<file path="src/rtl/ycc_pkg.sv">
// Shared constants for the RGB to YCbCr converter.
// Assumes three colour channels and coefficients in 1/256 units.
package ycc_pkg;
    localparam int NCH  = 3;   // channels per pixel
    localparam int FRAC = 8;   // fractional bits of a coefficient
    localparam int LAT  = 3;   // register stages from input to output
    // power-on matrix, row-major (Y, Cb, Cr) x (R, G, B)
    localparam int DEF_COEF [9] = '{76, 150, 29, -43, -84, 128, 128, -107, -20};
    localparam int DEF_OFS  [3] = '{0, 128, 128};
endpackage

</file>
<file path="src/rtl/ycc_cfg_shadow.sv">
// Active settings of the converter. Copies the requested settings only
// when load is high (vertical sync), so a frame is converted with one
// consistent set. Reset installs the full-range default matrix.
module ycc_cfg_shadow
    import ycc_pkg::*;
#(
    parameter int CW = 11
) (
    input  logic                  clk,
    input  logic                  rst_n,
    input  logic                  load,
    input  logic                  req_byp,
    input  logic                  req_pack,
    input  logic [NCH*NCH*CW-1:0] req_coef,
    input  logic [NCH*CW-1:0]     req_offs,
    output logic                  act_byp,
    output logic                  act_pack,
    output logic [NCH*NCH*CW-1:0] act_coef,
    output logic [NCH*CW-1:0]     act_offs
);
    // hold settings; take new ones only in the frame-boundary window
    always_ff @(posedge clk) begin
        if (!rst_n) begin
            act_byp  <= 1'b0;
            act_pack <= 1'b0;
            for (int k = 0; k < NCH*NCH; k++) act_coef[k*CW +: CW] <= CW'(DEF_COEF[k]);
            for (int r = 0; r < NCH; r++)     act_offs[r*CW +: CW] <= CW'(DEF_OFS[r]);
        end else if (load) begin
            act_byp  <= req_byp;
            act_pack <= req_pack;
            act_coef <= req_coef;
            act_offs <= req_offs;
        end
    end

    AST_CFG_FROZEN: assert property (@(posedge clk) disable iff (!rst_n)
        !load |=> ($stable(act_coef) && $stable(act_offs) && $stable(act_byp) && $stable(act_pack)))
        else $error("settings changed outside frame boundary");
endmodule

</file>
<file path="src/rtl/ycc_matrix.sv">
// Three-stage colour matrix. Stage 1 forms the nine products, stage 2
// sums each row with rounding and drops the fraction, stage 3 adds the
// offset and saturates (or forwards the delayed RGB in bypass).
// Assumes coefficients and offsets are held stable by the caller.
module ycc_matrix
    import ycc_pkg::*;
#(
    parameter int PW = 8,
    parameter int CW = 11
) (
    input  logic                  clk,
    input  logic                  rst_n,
    input  logic                  in_valid,
    input  logic [NCH*PW-1:0]     in_rgb,
    input  logic                  byp,
    input  logic [NCH*NCH*CW-1:0] coef,
    input  logic [NCH*CW-1:0]     offs,
    output logic                  o_valid,
    output logic                  o_byp,
    output logic [NCH*PW-1:0]     o_pix
);
    localparam int PRODW = CW + PW + 1;
    localparam int SUMW  = PRODW + 2;
    localparam int RNDW  = SUMW - FRAC;
    localparam int TW    = RNDW + 1;

    logic              v1, v2, b1, b2;
    logic [NCH*PW-1:0] rgb1, rgb2;
    logic [NCH*PW-1:0] ycc_c;

    // carry valid and mode flag alongside the data
    always_ff @(posedge clk) begin
        if (!rst_n) begin
            {v1, v2, o_valid} <= '0;
            {b1, b2, o_byp}   <= '0;
        end else begin
            v1 <= in_valid; v2 <= v1; o_valid <= v2;
            b1 <= byp;      b2 <= b1; o_byp   <= b2;
        end
    end

    // delay the raw pixel for the bypass path
    always_ff @(posedge clk) begin
        rgb1 <= in_rgb;
        rgb2 <= rgb1;
    end

    for (genvar r = 0; r < NCH; r++) begin : g_row
        logic signed [PRODW-1:0] prod [NCH];
        logic        [RNDW-1:0]  rnd;
        logic        [SUMW-1:0]  sum;
        logic        [TW-1:0]    t;
        logic        [PW-1:0]    sat;

        // stage 1: coefficient times zero-extended component
        always_ff @(posedge clk) begin
            for (int c = 0; c < NCH; c++)
                prod[c] <= $signed(coef[(r*NCH+c)*CW +: CW])
                         * $signed({1'b0, in_rgb[(NCH-1-c)*PW +: PW]});
        end

        assign sum = SUMW'(prod[0]) + SUMW'(prod[1]) + SUMW'(prod[2])
                   + SUMW'(1 << (FRAC-1));

        // stage 2: rounded row sum with the fraction dropped
        always_ff @(posedge clk) rnd <= sum[SUMW-1:FRAC];

        assign t = {rnd[RNDW-1], rnd}
                 + {{(TW-CW){offs[r*CW+CW-1]}}, offs[r*CW +: CW]};

        // clamp the offset result to the pixel range
        always_comb begin
            if (t[TW-1])            sat = '0;
            else if (|t[TW-2:PW])   sat = '1;
            else                    sat = t[PW-1:0];
        end

        assign ycc_c[(NCH-1-r)*PW +: PW] = sat;

        AST_SAT_LOW: assert property (@(posedge clk) disable iff (!rst_n)
            (v2 && !b2 && t[TW-1]) |=> (o_pix[(NCH-1-r)*PW +: PW] == '0))
            else $error("negative channel not clamped to zero");
    end

    // stage 3: select converted or bypassed pixel
    always_ff @(posedge clk) begin
        if (!rst_n) o_pix <= '0;
        else        o_pix <= b2 ? rgb2 : ycc_c;
    end

    AST_BYPASS_PASS: assert property (@(posedge clk) disable iff (!rst_n)
        (o_valid && o_byp) |-> (o_pix == $past(in_rgb, 3)))
        else $error("bypass altered the pixel");
endmodule

</file>
<file path="src/rtl/ycc_uyvy_pack.sv">
// Packs a 4:4:4 YCbCr stream into 16-bit words: {Cb,Y} on even pixels,
// {Cr,Y} on odd pixels with chroma of the even pixel. The phase returns
// to even whenever data enable is low. Output is zero when disabled.
module ycc_uyvy_pack #(
    parameter int PW = 8
) (
    input  logic          clk,
    input  logic          rst_n,
    input  logic          en,
    input  logic          valid,
    input  logic          de,
    input  logic [3*PW-1:0] ycc,
    output logic [2*PW-1:0] pix16
);
    logic          odd;
    logic [PW-1:0] cr_hold;

    // track pixel parity within a line and keep the even pixel's Cr
    always_ff @(posedge clk) begin
        if (!rst_n) begin
            odd     <= 1'b0;
            cr_hold <= '0;
        end else if (!de) begin
            odd <= 1'b0;
        end else if (valid) begin
            odd <= ~odd;
            if (!odd) cr_hold <= ycc[PW-1:0];
        end
    end

    // choose the chroma byte for this parity
    always_comb begin
        if (!en)      pix16 = '0;
        else if (odd) pix16 = {cr_hold, ycc[3*PW-1 -: PW]};
        else          pix16 = {ycc[2*PW-1 -: PW], ycc[3*PW-1 -: PW]};
    end
endmodule

</file>
<file path="src/rtl/rgb_ycc_conv.sv">
// Top of the RGB to YCbCr converter: frame-synchronous settings, the
// three-stage matrix, a matching sideband delay and the 4:2:2 packer.
// Assumes in_vsync marks the frame boundary window.
module rgb_ycc_conv
    import ycc_pkg::*;
#(
    parameter int PW = 8,
    parameter int CW = 11
) (
    input  logic                  clk,
    input  logic                  rst_n,
    input  logic                  cfg_bypass,
    input  logic                  cfg_pack,
    input  logic [NCH*NCH*CW-1:0] cfg_coef,
    input  logic [NCH*CW-1:0]     cfg_offs,
    input  logic                  in_valid,
    input  logic [NCH*PW-1:0]     in_rgb,
    input  logic                  in_hsync,
    input  logic                  in_vsync,
    input  logic                  in_de,
    output logic                  out_valid,
    output logic [NCH*PW-1:0]     out_pix,
    output logic [2*PW-1:0]       out_pix16,
    output logic                  out_hsync,
    output logic                  out_vsync,
    output logic                  out_de
);
    logic                  act_byp, act_pack, o_byp;
    logic [NCH*NCH*CW-1:0] act_coef;
    logic [NCH*CW-1:0]     act_offs;
    logic [2:0]            sb [LAT];

    ycc_cfg_shadow #(.CW(CW)) i_shadow (
        .clk(clk), .rst_n(rst_n), .load(in_vsync),
        .req_byp(cfg_bypass), .req_pack(cfg_pack),
        .req_coef(cfg_coef), .req_offs(cfg_offs),
        .act_byp(act_byp), .act_pack(act_pack),
        .act_coef(act_coef), .act_offs(act_offs)
    );

    ycc_matrix #(.PW(PW), .CW(CW)) i_matrix (
        .clk(clk), .rst_n(rst_n), .in_valid(in_valid), .in_rgb(in_rgb),
        .byp(act_byp), .coef(act_coef), .offs(act_offs),
        .o_valid(out_valid), .o_byp(o_byp), .o_pix(out_pix)
    );

    // delay sync and enable by the matrix latency
    always_ff @(posedge clk) begin
        if (!rst_n) begin
            for (int i = 0; i < LAT; i++) sb[i] <= '0;
        end else begin
            sb[0] <= {in_hsync, in_vsync, in_de};
            for (int i = 1; i < LAT; i++) sb[i] <= sb[i-1];
        end
    end

    assign {out_hsync, out_vsync, out_de} = sb[LAT-1];

    ycc_uyvy_pack #(.PW(PW)) i_pack (
        .clk(clk), .rst_n(rst_n), .en(act_pack && !o_byp),
        .valid(out_valid), .de(out_de), .ycc(out_pix), .pix16(out_pix16)
    );

    AST_VALID_FWD: assert property (@(posedge clk) disable iff (!rst_n)
        out_valid |-> $past(in_valid, 3))
        else $error("output valid without input");
    AST_VALID_BACK: assert property (@(posedge clk) disable iff (!rst_n)
        ($past(rst_n, 3) && $past(in_valid, 3)) |-> out_valid)
        else $error("input pixel lost");
    AST_SIDEBAND_ALIGN: assert property (@(posedge clk) disable iff (!rst_n)
        out_valid |-> (out_de == $past(in_de, 3) && out_hsync == $past(in_hsync, 3)))
        else $error("sideband out of step");
    AST_PACK_LUMA: assert property (@(posedge clk) disable iff (!rst_n)
        (out_valid && out_de && act_pack && !o_byp) |-> (out_pix16[PW-1:0] == out_pix[3*PW-1 -: PW]))
        else $error("packed luma differs from Y");
endmodule

</file>
<file path="config.mk">
export PLATFORM = sky130hd
export DESIGN_NAME = rgb_ycc_conv
export DESIGN_NICKNAME = d
export VERILOG_FILES = /design/src/rtl/ycc_pkg.sv /design/src/rtl/ycc_cfg_shadow.sv /design/src/rtl/ycc_matrix.sv /design/src/rtl/ycc_uyvy_pack.sv /design/src/rtl/rgb_ycc_conv.sv
export SDC_FILE = /design/constraint.sdc
export NUM_CORES = 2
export LEC_CHECK = 0
export ABC_CLOCK_PERIOD_IN_PS = 5500
export BUFFER_PORTS_ARGS = -buffer_cell sky130_fd_sc_hd__buf_2
export CORE_AREA = 2 2 349 351
export CTS_BUF_LIST = sky130_fd_sc_hd__clkbuf_2 sky130_fd_sc_hd__clkbuf_4 sky130_fd_sc_hd__clkbuf_8
export CTS_CLUSTER_DIAMETER = 120
export CTS_CLUSTER_SIZE = 24
export DETAILED_ROUTE_END_ITERATION = 12
export DIE_AREA = 0 0 351 353
export PLACE_DENSITY = 0.69
export SLEW_MARGIN = 10
export SYNTH_ARGS = -nofsm -noshare
export SYNTH_HDL_FRONTEND = slang
export SYNTH_SLANG_ARGS = --single-unit
</file>
<file path="constraint.sdc">
create_clock -name clk -period 5.5 [get_ports clk]
set_input_delay 1.1 -clock clk [delete_from_list [all_inputs] [get_ports clk]]
set_output_delay 1.1 -clock clk [all_outputs]
set_load 0.005 [all_outputs]
</file>
# [Word-level counts from Yosys, hierarchy flattened]
# Memory sizes are Yosys's and may differ from the RTL's.
# Index checks and enable logic that the tools add are counted.
[op_classes] addsub=12 n_mul=9 muxes=14 n_bitwise=4 reduce_logical=7
[ops] cell="$mul A11 B9 Y20" n=9
[ops] cell="$add A21 B20 Y22" n=3
[ops] cell="$add A22 B9 Y22 const B" n=3
[ops] cell="$add A20 B20 Y21" n=3
[ops] cell="$mux W8" n=6
[ops] cell="$add A14 B11 Y15" n=3
[ops] cell="$mux W16" n=2
[ops] cell="$mux W24" n=1
[ops] cell="$reduce_or A6 Y1" n=3
[ops] cell="$mux W3" n=3
[ops] cell="$or A1 B1 Y1" n=3
[ops] cell="$reduce_and A3 Y1" n=1
[ops] cell="$mux W1" n=2
[ops] cell="$reduce_and A2 Y1" n=1
[ops] cell="$logic_and A1 B1 Y1" n=1
[ops] cell="$logic_not A1 Y1" n=1
[ops] cell="$not A1 Y1" n=1
[word_totals] regBits=263 ram_bits=189 input_bits=164 output_inout_bits=44 elab_cells=68 n_memories=4
[memory_table] memory="i_matrix.g_row[0].prod" words=3 width=20 rd=3 rd_ports_with_merged_regs=0 wr=3 line="ycc_matrix.sv:49" rtl="logic signed [PRODW-1:0] prod [NCH];"
[memory_table] memory="i_matrix.g_row[1].prod" words=3 width=20 rd=3 rd_ports_with_merged_regs=0 wr=3 line="ycc_matrix.sv:49"
[memory_table] memory="i_matrix.g_row[2].prod" words=3 width=20 rd=3 rd_ports_with_merged_regs=0 wr=3 line="ycc_matrix.sv:49"
[memory_table] memory="sb" words=3 width=3 rd=3 rd_ports_with_merged_regs=0 wr=3 line="rgb_ycc_conv.sv:31" rtl="logic [2:0] sb [LAT];"

# [Longest topological paths before layout]
[logic_depth] ltp_word=5 mapped_depth=20

# [By module]
# A second synthesis with hierarchy kept.
[hier_totals] hier_cells=5077 area_unflattened_um2=47679.5
[modules_own_cells] module="ycc_matrix" n_inst=1 cells_per_inst=4561 area_each_um2=41910.2
[modules_own_cells] module="ycc_cfg_shadow" n_inst=1 cells_per_inst=432 area_each_um2=4952.2
[modules_own_cells] module="ycc_uyvy_pack" n_inst=1 cells_per_inst=65 area_each_um2=574.3
[modules_own_cells] module="rgb_ycc_conv" n_inst=1 cells_per_inst=19 area_each_um2=242.7

# [Worst setup path before layout]
# OpenSTA, ideal clock, no wires.
[synth_timing] kind="input-to-reg" startpoint="input in_rgb[0]" endpoint="memory i_matrix.g_row[2].prod[0][58] (netlist name)" setup_time_ns=0.123 arrival_ns=5.302 setup_slack_ns=0.075 cell_stages=18 path_buffers=1 cell_sequence="clkbuf_1 nand2_1 fa_1 inv_1 fa_1 ha_1 inv_1 fa_1 inv_1 fa_1 a21o_1 a21oi_1 o21bai_1 a2111oi_0 o31ai_1 a41oi_1 o21bai_1 xor2_1"
[synth_rtl] item="start: declaration" line="rgb_ycc_conv.sv:17" rtl="input logic [NCH*PW-1:0] in_rgb,"
[synth_rtl] item="end: declaration" line="ycc_matrix.sv:49"

==> flow_summary.json <==
{
  "ys_seq_elements": 452,
  "cts_hold_buf": 0,
  "peakVddDrop_uv": 348,
  "globalRouteTotalUtil": 0.192,
  "portBuffers": 207,
  "ant_nets": 0,
  "crit_end": "i_matrix.g_row[0].prod[0][36]",
  "gr-total-overflow": 0,
  "yosys_warnings": 0,
  "drc": 0,
  "cp.arrival_ps": 5570,
  "dr.pass1.iters": 5,
  "fmax_mhz": 204,
  "die_w_um": 351,
  "nets": 6770,
  "wirelength_mm": 115,
  "yosys-top-cells-area": "fa_1 (30%), dfxtp_1 (19%), ha_1 (14%)",
  "synth_xor_area_frac": 0.0403,
  "dr.first_iter.drc_count": 1835,
  "finalPower_mw": 28.3,
  "skew_ps": 40.9,
  "core.rowCount": 128,
  "leakage_nw": 27.1,
  "syn-mean-instance-area_um2": 9.29,
  "die_y_um": 353,
  "r2r_slack_ps": 660,
  "cts_resized": 0,
  "synth.mux.area_fraction": 0.0322,
  "vias": 33500,
  "async_flop_share": 0,
  "finish.utilization": 0.433,
  "rsz0062_at_grt": "no",
  "cp_data_required_time_ps": 6170,
  "status": "finished, final reports clean",
  "layout_min_cycle_time_ps": 4900,
  "cts.clk_slew.worst_paths_ps": 130,
  "die_area_um2": 124000,
  "globalplace.congestion": 0.918,
  "synth_compound_area_frac": 0.0645,
  "cts_inserted_buffers": 27,
  "r2r_start": "i_shadow.act_coef[18]",
  "critPathKind": "input pin to register",
  "initial_core_util": 0.395,
  "wire_per_inst_um": 16.4,
  "ios": 208,
  "cts_buffer_depth": 3,
  "synthAdderAreaFrac": 0.433,
  "synth-edff-count": 0,
  "hold_class": "register to register",
  "report.final.setup_viol": 0,
  "dpl.hpwl_mm": 97.2,
  "clock_sinks": 452,
  "synth_top_area_frac": 0.297,
  "synth_top_area_cell": "fa_1",
  "synth-simple-area-share": 0.137,
  "finalCritPeriodShare": 0.891,
  "hold_viol": 0,
  "maxCapViolations": 0,
  "end_kind": "register",
  "final_layout_size_suffix_gt1_frac": 0.0844,
  "core-area_um2": 121000,
  "grt_pass1_wl_mm": 189,
  "critPathMaxFanout": 11,
  "grt_max_degree": 81,
  "post-cts-setup-buffers": 0,
  "grt_pass1_vias": 35300,
  "antenna_found_initial": 8,
  "viasPerCell": 4.77,
  "cp-start-kind": "input pin",
  "synth_seq_area_share": 0.190,
  "syn_inst": 5132,
  "tritoncts": "yes",
  "power.density_nw_per_um2": 541,
  "clock_latency_ps": 750,
  "ys_types": 60,
  "reg2regPathDepth": 16,
  "cts-htree-levels": 1,
  "netlist_area_um2": 47700,
  "syn-num-nets": 6520,
  "r2r-end": "i_matrix.g_row[0].prod[0][36]",
  "cts_root_buf": "clkbuf_8",
  "hold-path-cell-count": 0,
  "slew_headroom": 0.220,
  "crit_start": "in_rgb[8]",
  "slew_viol_final": 0,
  "max_slew.worst_pin.slew_ps": 1170,
  "holdWs_ps": 310,
  "synth_top_family_by_area": "adder cells",
  "area_growth_pct": 9.57,
  "synthFlopType": "dfxtp_1"
}
[worst min-delay path by stage]
stage,startpoint,to,slack (ps)
after CTS,i_matrix.rgb1[3],i_matrix.rgb2[3],310
after floorplan,i_matrix.rgb1[0],i_matrix.rgb2[0],310
final,i_matrix.rgb1[22],i_matrix.rgb2[22],310
after global placement,i_matrix.rgb1[19],i_matrix.rgb2[19],310
after global routing,i_matrix.rgb1[22],i_matrix.rgb2[22],300
after detailed placement,i_matrix.rgb1[12],i_matrix.rgb2[12],310
[area by class of cell]
cell class | count | area, um2
fillers | 11700 | 68400
multi-input cells | 3370 | 33700
flip-flops and latches | 452 | 9050
inverters | 1143 | 4290
repair buffers | 388 | 2560
well taps | 1625 | 2030
clock buffers | 28 | 379
clock inverters | 13 | 216
diodes | 2 | 5.00
[metal layers]
layer | track usage | vias to the layer above | share of wire
li1 | - | 16100 | -
met1 | 0.261 | 16500 | 0.44
met2 | 0.314 | 775 | 0.46
met3 | 0.0381 | 116 | 0.070
met4 | 0.0461 | 6 | 0.027
met5 | 0 | - | 0.00030
[cell families after synthesis]
kind of cell	Yosys count
buffers and inverters	1310
AND/OR/NAND/NOR	1300
adder cells (fa/ha/maj)	1224
AO/OA/AOI/OAI	474
flip-flops	452
XOR/XNOR	219
multiplexers	153
[power breakdown]
| part | leakage [nW] | internal [mW] | switching, mW |
|---|---|---|---|
| sequential | 3.78 | 4.57 | 0.949 |
| combinational | 23.0 | 9.63 | 11.3 |
| clock | 0.292 | 0.608 | 1.23 |
[flip-flops by register name, indices dropped and copies added (netlist names), 8 cells and up]
signal               count
i_matrix.g_row.prod    180
i_matrix.g_row.rnd      42
i_matrix.o_pix          24
i_matrix.rgb1           24
i_matrix.rgb2           24
i_pack.cr_hold           8
i_shadow.act_coef       99
i_shadow.act_offs       33
sb                       9
[cell usage in the layout, fill, tap and decap left out, drive strengths merged, types with 6 or more instances in the layout]
cell type  count
inv         1146
a211oi        20
nor2         101
nand4          9
mux2i        152
clkbuf        29
fa           708
xnor2        164
a21boi         8
dfxtp        452
clkinv         7
nor2b        123
a21o          52
o21ai         80
a21oi        153
o31ai          8
nor3          41
o21bai        25
a2111oi        7
nand2b        14
o211ai        23
ha           516
buf          387
o21a          22
or3           13
nand2        514
nand3         29
and3          16
and2         419
or2            9
xor2          55
a31o           9
a31oi         24
o31a           6
[cells in the mapped netlist, types with 6 or more instances]
cell      count
a211oi_1     20
nand4_1       9
o21a_1       22
o21bai_1     25
nor3_1       41
o31a_1        6
and3_1       16
o21ai_0      71
dfxtp_1     452
clkbuf_1    148
nor2b_1     122
inv_1      1143
or2_2         9
xor2_1       55
ha_1        516
nand2b_1     14
fa_1        708
mux2i_1     152
a21boi_0      7
a21oi_1     152
and2_1      419
or3_1        13
o31ai_1       7
a31oi_1      24
xnor2_1     164
a31o_2        9
o21ai_1       8
buf_1        18
a21o_1       52
nor2_1      101
o211ai_1     23
nand2_1     514
nand3_1      29
[worst max-delay path, stage by stage]
cell and delay (ps):
buf_2 220, buf_4 220, nand2_1 90, fa_1 570, inv_1 60, fa_1 500, inv_1 50, fa_1 490
fa_1 490, inv_1 40, ha_1 290, o21ai_0 120, a21boi_0 160, o21ai_0 360, a211oi_1 160, o31ai_1 300
nor2b_1 210, xnor2_1 130
[metrics by stage]
step | area [um2] | TNS (ps) | instances | setup slack, ps
2_1_floorplan | 47700 | 0 | 5132 | 74.6
3_3_place_gp | 51600 | -486 | 6978 | -79.0
3_5_place_dp | 51600 | -1440 | 6978 | -161
4_1_cts | 52200 | 0 | 7019 | 635
5_1_grt | 52200 | 0 | 7020 | 265
6_report | 52200 | 0 | 7021 | 598
No activity file was read; power rests on OpenSTA's default activity.
